<file path="src/rtl/rstctl_pkg.sv">
package rstctl_pkg;

    localparam int NSRC      = 5;
    localparam int SRC_POR   = 0;
    localparam int SRC_EXT   = 1;
    localparam int SRC_WDT   = 2;
    localparam int SRC_BOD   = 3;
    localparam int SRC_DBG   = 4;

    localparam int DLY_SEL_W = 3;
    localparam int DLY_EXP_1 = 4;
    localparam int DLY_EXP_2 = 7;
    localparam int DLY_EXP_3 = 10;
    localparam int DLY_EXP_4 = 12;
    localparam int DLY_EXP_5 = 14;
    localparam int DLY_EXP_6 = 16;
    localparam int DLY_MAX   = 1 << DLY_EXP_6;
    localparam int DLY_CNT_W = $clog2(DLY_MAX + 1);

    typedef logic [DLY_CNT_W-1:0] dly_cnt_t;

    // Map the static select code to the number of stretch cycles.
    function automatic dly_cnt_t dly_limit(input logic [DLY_SEL_W-1:0] sel);
        dly_cnt_t one;
        one = dly_cnt_t'(1);
        case (sel)
            3'd0:    dly_limit = '0;
            3'd1:    dly_limit = one << DLY_EXP_1;
            3'd2:    dly_limit = one << DLY_EXP_2;
            3'd3:    dly_limit = one << DLY_EXP_3;
            3'd4:    dly_limit = one << DLY_EXP_4;
            3'd5:    dly_limit = one << DLY_EXP_5;
            default: dly_limit = one << DLY_EXP_6;
        endcase
    endfunction

endpackage

</file>
<file path="src/rtl/rstctl_pin_filter.sv">
module rstctl_pin_filter #(
    parameter int MIN_LOW = 6,
    parameter int FILT_W  = 4
) (
    input  logic clk_i,
    input  logic por_i,
    input  logic pin_n_i,
    output logic req_o
);
    localparam logic [FILT_W-1:0] LIM    = FILT_W'(MIN_LOW);
    localparam logic [FILT_W-1:0] LIM_M1 = FILT_W'(MIN_LOW - 1);

    typedef struct packed {
        logic              s1;
        logic              s2;
        logic [FILT_W-1:0] cnt;
        logic              acc;
    } filt_t;

    localparam filt_t FILT_RST = '{s1: 1'b1, s2: 1'b1, cnt: '0, acc: 1'b0};

    filt_t filt_d, filt_q;
    logic  acc_q;
    logic [FILT_W-1:0] cnt_q;

    always_comb begin
        filt_d    = filt_q;
        filt_d.s1 = pin_n_i;
        filt_d.s2 = filt_q.s1;
        if (filt_q.s2) begin
            filt_d.cnt = '0;
            filt_d.acc = 1'b0;
        end else begin
            if (filt_q.cnt != LIM) begin
                filt_d.cnt = filt_q.cnt + 1'b1;
            end
            filt_d.acc = (filt_q.cnt >= LIM_M1);
        end
    end

    always_ff @(posedge clk_i or posedge por_i) begin
        if (por_i) begin
            filt_q <= FILT_RST;
        end else begin
            filt_q <= filt_d;
        end
    end

    assign acc_q = filt_q.acc;
    assign cnt_q = filt_q.cnt;
    assign req_o = acc_q;


    accept_len_chk: assert property (@(posedge clk_i) disable iff (por_i)
        $rose(acc_q) |-> (cnt_q == LIM));


    pin_high_drop_chk: assert property (@(posedge clk_i) disable iff (por_i)
        filt_q.s2 |=> !acc_q);

endmodule

</file>
<file path="src/rtl/rstctl_stretch.sv">
module rstctl_stretch #(
    parameter int CNT_W = 17
) (
    input  logic             clk_i,
    input  logic             arst_i,
    input  logic [CNT_W-1:0] lim_i,
    output logic             rst_n_o
);
    typedef struct packed {
        logic [1:0]       sync;
        logic [CNT_W-1:0] cnt;
        logic             rel;
    } strt_t;

    localparam strt_t STRT_RST = '{sync: 2'b00, cnt: '0, rel: 1'b0};

    strt_t strt_d, strt_q;
    logic  rel_q;
    logic [CNT_W-1:0] cnt_q;

    always_comb begin
        strt_d      = strt_q;
        strt_d.sync = {strt_q.sync[0], 1'b1};
        if (strt_q.sync[1] && !strt_q.rel) begin
            if (strt_q.cnt == lim_i) begin
                strt_d.rel = 1'b1;
            end else begin
                strt_d.cnt = strt_q.cnt + 1'b1;
            end
        end
    end

    always_ff @(posedge clk_i or posedge arst_i) begin
        if (arst_i) begin
            strt_q <= STRT_RST;
        end else begin
            strt_q <= strt_d;
        end
    end

    assign rel_q   = strt_q.rel;
    assign cnt_q   = strt_q.cnt;
    assign rst_n_o = rel_q;


    release_at_limit_chk: assert property (@(posedge clk_i) disable iff (arst_i)
        $rose(rel_q) |-> (cnt_q == lim_i));


    no_overrun_chk: assert property (@(posedge clk_i) disable iff (arst_i)
        cnt_q <= lim_i);


    release_hold_chk: assert property (@(posedge clk_i) disable iff (arst_i)
        rel_q |=> rel_q);

endmodule

</file>
<file path="src/rtl/rstctl_cause.sv">
module rstctl_cause #(
    parameter int NSRC = 5
) (
    input  logic            clk_i,
    input  logic            por_i,
    input  logic [NSRC-1:0] src_i,
    input  logic            clr_we_i,
    input  logic [NSRC-1:0] clr_mask_i,
    output logic [NSRC-1:0] cause_o
);
    localparam logic [NSRC-1:0] POR_ONLY = NSRC'(1);

    typedef struct packed {
        logic [NSRC-1:0] flags;
    } cause_t;

    cause_t          cause_d, cause_q;
    logic [NSRC-1:0] next_bits;
    logic [NSRC-1:0] keep_bits;

    for (genvar b = 0; b < NSRC; b++) begin : g_flag
        assign keep_bits[b] = cause_q.flags[b] & ~(clr_we_i & clr_mask_i[b]);
        assign next_bits[b] = src_i[b] | keep_bits[b];
    end

    always_comb begin
        cause_d       = cause_q;
        cause_d.flags = next_bits;
    end

    always_ff @(posedge clk_i or posedge por_i) begin
        if (por_i) begin
            cause_q <= '{flags: POR_ONLY};
        end else begin
            cause_q <= cause_d;
        end
    end

    assign cause_o = cause_q.flags;


    sticky_flag_chk: assert property (@(posedge clk_i) disable iff (por_i)
        1'b1 |=> ((cause_o & $past(keep_bits)) == $past(keep_bits)));


    set_wins_chk: assert property (@(posedge clk_i) disable iff (por_i)
        1'b1 |=> ((cause_o & $past(src_i)) == $past(src_i)));


    por_onehot_chk: assert property (@(posedge clk_i)
        por_i |-> (cause_o == POR_ONLY));

endmodule

</file>
<file path="src/rtl/rstctl_top.sv">
module rstctl_top #(
    parameter int          MIN_LOW = 6,
    parameter int          FILT_W  = 4,
    parameter int          VEC_W   = 16,
    parameter logic [15:0] RST_VEC = 16'h0000
) (
    input  logic                             clk_i,
    input  logic                             por_i,
    input  logic                             ext_rst_n_i,
    input  logic                             wdt_expire_i,
    input  logic                             wdt_en_i,
    input  logic                             bod_low_i,
    input  logic                             bod_en_i,
    input  logic                             dbg_rst_i,
    input  logic [rstctl_pkg::DLY_SEL_W-1:0] dly_sel_i,
    input  logic                             clr_we_i,
    input  logic [rstctl_pkg::NSRC-1:0]      clr_mask_i,
    output logic                             port_rst_n_o,
    output logic                             sys_rst_n_o,
    output logic [rstctl_pkg::NSRC-1:0]      cause_o,
    output logic [VEC_W-1:0]                 rst_vec_o
);
    import rstctl_pkg::*;

    logic [NSRC-1:0] src;
    logic            ext_req;
    logic            any_src;
    dly_cnt_t        lim;

    rstctl_pin_filter #(
        .MIN_LOW (MIN_LOW),
        .FILT_W  (FILT_W)
    ) u_filter (
        .clk_i   (clk_i),
        .por_i   (por_i),
        .pin_n_i (ext_rst_n_i),
        .req_o   (ext_req)
    );

    always_comb begin
        src          = '0;
        src[SRC_POR] = por_i;
        src[SRC_EXT] = ext_req;
        src[SRC_WDT] = wdt_expire_i & wdt_en_i;
        src[SRC_BOD] = bod_low_i & bod_en_i;
        src[SRC_DBG] = dbg_rst_i;
    end

    assign any_src      = |src;
    assign port_rst_n_o = ~any_src;
    assign lim          = dly_limit(dly_sel_i);
    assign rst_vec_o    = VEC_W'(RST_VEC);

    rstctl_stretch #(
        .CNT_W (DLY_CNT_W)
    ) u_stretch (
        .clk_i   (clk_i),
        .arst_i  (any_src),
        .lim_i   (lim),
        .rst_n_o (sys_rst_n_o)
    );

    rstctl_cause #(
        .NSRC (NSRC)
    ) u_cause (
        .clk_i      (clk_i),
        .por_i      (por_i),
        .src_i      (src),
        .clr_we_i   (clr_we_i),
        .clr_mask_i (clr_mask_i),
        .cause_o    (cause_o)
    );


    port_implies_sys_chk: assert property (@(posedge clk_i) disable iff (por_i)
        !port_rst_n_o |-> !sys_rst_n_o);

endmodule

</file>
<file path="config.mk">
export PLATFORM = sky130hd
export DESIGN_NAME = rstctl_top
export DESIGN_NICKNAME = d
export VERILOG_FILES = /design/src/rtl/rstctl_pkg.sv /design/src/rtl/rstctl_pin_filter.sv /design/src/rtl/rstctl_stretch.sv /design/src/rtl/rstctl_cause.sv /design/src/rtl/rstctl_top.sv
export SDC_FILE = /design/constraint.sdc
export NUM_CORES = 1
export LEC_CHECK = 0
export CAP_MARGIN = 40
export CORE_MARGIN = 2
export CORE_UTILIZATION = 47
export CTS_BUF_LIST = sky130_fd_sc_hd__clkbuf_8
export DETAILED_ROUTE_END_ITERATION = 7
export GPL_TIMING_DRIVEN = 0
export PLACE_DENSITY = 0.84
export SLEW_MARGIN = 5
export SYNTH_ARGS = -nofsm -noshare
export SYNTH_HDL_FRONTEND = slang
export SYNTH_SLANG_ARGS = --single-unit
</file>
<file path="constraint.sdc">
create_clock -name clk_i -period 9.3 [get_ports clk_i]
set_input_delay 1.395 -clock clk_i [delete_from_list [all_inputs] [get_ports clk_i]]
set_output_delay 1.395 -clock clk_i [all_outputs]
set_load 0.02 [all_outputs]
</file>
==> results.ini <==
[outcome]
outcome=completed

[timing]
tightest_slew_ps=772
fin_crit_ps=4790
final.setup.worst_slack_ps=4510
max_clock_freq_mhz=209
report.final.setup_viol=0
min_period_over_period_pct=51.5
setup_total_negative_slack_ps=0
final_max_slew_viols=0
total_count_of_hold_check_failures_in_the_final_report=0
rsz0062_at_grt=no
slew-limit-headroom_pct=48.1
worst_hold_slack_ps=355
clock-skew-final_ps=3.93

[synthesis]
cell_taking_the_most_area_after_synthesis=sky130_fd_sc_hd__dfrtp_1
synthesis.instances=160
synth.distinct_cells=38
synth_sequential_area_ratio_pct=47.5
mappedNetlistArea_mm2=0.00169
number_of_synthesized_register_bits=32
yosys_warnings=0
syn-mean-instance-area_um2=10.6
cell_types_with_the_largest_area_share_after_synthesis=sky130_fd_sc_hd__dfrtp_1, sky130_fd_sc_hd__buf_4, sky130_fd_sc_hd__xnor2_1
synth_top_area_share_pct=42.8

[floorplan]
placeableCoreArea_mm2=0.00339
die-width_um=64.0
floorplan.die.height_um=64.0
fp.dieArea_mm2=0.00410
design.portCount=40
core.rowCount=21
floorplan.initialDensity_pct=50.0

[cts]
cts_tree=built
numCtsBuffers=5
cts_sinks=32
cts_hold_repair.buffers=0
cts_resized=0
ctsHtreeMaxLevel=2
clk-insertion-delay-late_ps=280
clk_root_buffer_cell=sky130_fd_sc_hd__clkbuf_8
clk_pin_slew_worst_paths_ps=60
max-clock-path-buffers=2
post_cts_buffers=0

[cells_and_area]
finalNonFillerCells=254
synthToLayoutAreaGrowth_pct=26.1
layout_cells_sized_above_1_pct=18.3
most-common-layout-cells=sky130_fd_sc_hd__dfrtp_1, sky130_fd_sc_hd__clkdlybuf4s50_1, sky130_fd_sc_hd__nand2_1, sky130_fd_sc_hd__buf_4, sky130_fd_sc_hd__conb_1
antennaDiodeCount=0
num-fill-cells=280
final_core_utilization_pct=63.0
final_common_cell=sky130_fd_sc_hd__dfrtp_1
nets=230
final_area_mm2=0.00214

[setup_path]
critPathKind=in2out
startpoint_type=primary input
arrival_time_at_the_worst_endpoint_ps=3390
endpoint_kind=primary output
worst_ep_required_time_ps=7910
critical_path.max_fanout=8

[place]
post-place-ws_ps=4470
placed_cells_incl_taps=246
detailedPlacementHpwl_um=2320
placement.io_buffers=23
place.gp.congestion=0.823
detailed_place.area_mm2=0.00206

[global_route]
maximum_number_of_pins_on_one_net_before_global_route_repair=14
first_global_vias=1180
initial_antenna_violation_count=0
grt_pass1_wl_um=5330
grt_usage_pct=17.1
globalRouteOverflowTotal=0

[power]
max-vdd-ir-drop_mv=0.0902
power.total_uw=383
pwr_density_cell_mw_per_mm2=179
static-leakage-power_nw=1.05

[routing]
drt_wl_total_um=3010
detail_route.wl_per_cell_um=11.8
route.vias.total=1222
drt_iter0_markers=36
ant_nets=0
post-route-drc-count=0
route.detailed.vias_per_inst=4.81
firstDrtPassIters=6

[run]
drv_cap=0

[worst_hold_path]
hp-class=reg2reg

[Yosys cell counts]
library cell	instances
sky130_fd_sc_hd__mux2_4	1
sky130_fd_sc_hd__ha_1	6
sky130_fd_sc_hd__nand2_1	17
sky130_fd_sc_hd__o21bai_1	1
sky130_fd_sc_hd__nand3_1	5
sky130_fd_sc_hd__nor4_2	1
sky130_fd_sc_hd__nor4_1	1
sky130_fd_sc_hd__and3_1	3
sky130_fd_sc_hd__and3b_1	1
sky130_fd_sc_hd__a21o_1	3
sky130_fd_sc_hd__o21ai_1	1
sky130_fd_sc_hd__nor2_1	12
sky130_fd_sc_hd__and4_1	3
sky130_fd_sc_hd__dfstp_2	3
sky130_fd_sc_hd__nor4b_1	1
sky130_fd_sc_hd__dfrtp_1	29
sky130_fd_sc_hd__buf_4	16
sky130_fd_sc_hd__xnor2_1	12
sky130_fd_sc_hd__and2b_2	1
sky130_fd_sc_hd__buf_2	1
sky130_fd_sc_hd__nand3b_1	1
sky130_fd_sc_hd__o31ai_4	1
sky130_fd_sc_hd__mux2i_2	1
sky130_fd_sc_hd__xor2_1	5
sky130_fd_sc_hd__nor3b_1	1
sky130_fd_sc_hd__a21oi_1	3
sky130_fd_sc_hd__nor3_1	3
sky130_fd_sc_hd__nor3b_2	2
sky130_fd_sc_hd__inv_1	6
sky130_fd_sc_hd__a22o_1	3
sky130_fd_sc_hd__o21ai_0	2
sky130_fd_sc_hd__mux2i_1	2
sky130_fd_sc_hd__nor2b_2	1
sky130_fd_sc_hd__nand2b_1	2
sky130_fd_sc_hd__nand4_1	5
sky130_fd_sc_hd__buf_6	1
sky130_fd_sc_hd__and3_4	1
sky130_fd_sc_hd__conb_1	2
[power breakdown]
group	leakage [nW]	total (mW)	switching (mW)	internal (mW)
registers	0.411	0.179	0.0195	0.160
clock network	0.0519	0.0965	0.0468	0.0497
logic	0.582	0.107	0.0515	0.0556
total	1.05	0.383	0.118	0.265
[critical path: stages]
cell and delay, ps:
sky130_fd_sc_hd__clkdlybuf4s50_1 430, sky130_fd_sc_hd__a22o_1 250, sky130_fd_sc_hd__nor4_2 580, sky130_fd_sc_hd__clkdlybuf4s50_1 740
[registers in the layout, summed over array words and instances, names as in the netlist]
signal / cells
u_filter.req_o: 1
u_filter.filt_q: 1
u_stretch.rst_n_o: 1
u_stretch.strt_d: 1
u_stretch.strt_q: 1
u_filter.cnt_q: 4
u_cause.cause_o: 5
u_stretch.cnt_q: 17
u_filter.filt_d: 1
[per-layer routing]
metal  part of all wire (%)  GRT usage [%]  routed length [um]  vias to the layer above
met5                      0              0                   0                        -
met4                    1.5           8.70                  44                        0
met3                    5.5           4.58                 165                        6
met2                     49           26.8                1480                       37
met1                     44           21.6                1320                      577
li1                       -              -                   -                      602
[logic make-up after synthesis]
| family | share of synthesized area, % |
|---|---|
| AND/OR/NAND/NOR | 20.2 |
| adder cells (fa/ha/maj) | 4.43 |
| multiplexers | 2.88 |
| AO/OA/AOI/OAI | 6.35 |
| buffers and inverters | 9.38 |
| XOR/XNOR | 8.79 |
| other | 0.443 |
| flip-flops | 47.5 |
[path summary, 6_finish.rpt]
check                              startpoint  slack, ps  cells past startpoint            endpoint
min reg2reg                u_filter.filt_d[5]        360                      0  u_filter.filt_q[5]
min in group asynchronous      u_filter.req_o        530                      1  u_stretch.cnt_q[3]
min                        u_filter.filt_d[5]        360                      0  u_filter.filt_q[5]
max                              wdt_expire_i       4510                      4        port_rst_n_o
max in group asynchronous        wdt_expire_i       6560                      5  u_stretch.cnt_q[2]
max reg2reg                u_stretch.cnt_q[0]       7460                      6  u_stretch.cnt_q[1]
[cell type report]
class | instances | area, um^2 | area share, %
Inverter | 6 | 22.5 | 1.05
Clock inverter | 3 | 11.3 | 0.527
Sequential cell | 32 | 805 | 37.6
Multi-Input combinational cell | 119 | 793 | 37.1
Clock buffer | 5 | 68.8 | 3.22
Timing Repair Buffer | 25 | 243 | 11.4
Buffer | 18 | 136 | 6.38
Tap cell | 46 | 57.6 | 2.69
No activity file was read; power rests on OpenSTA's default activity.
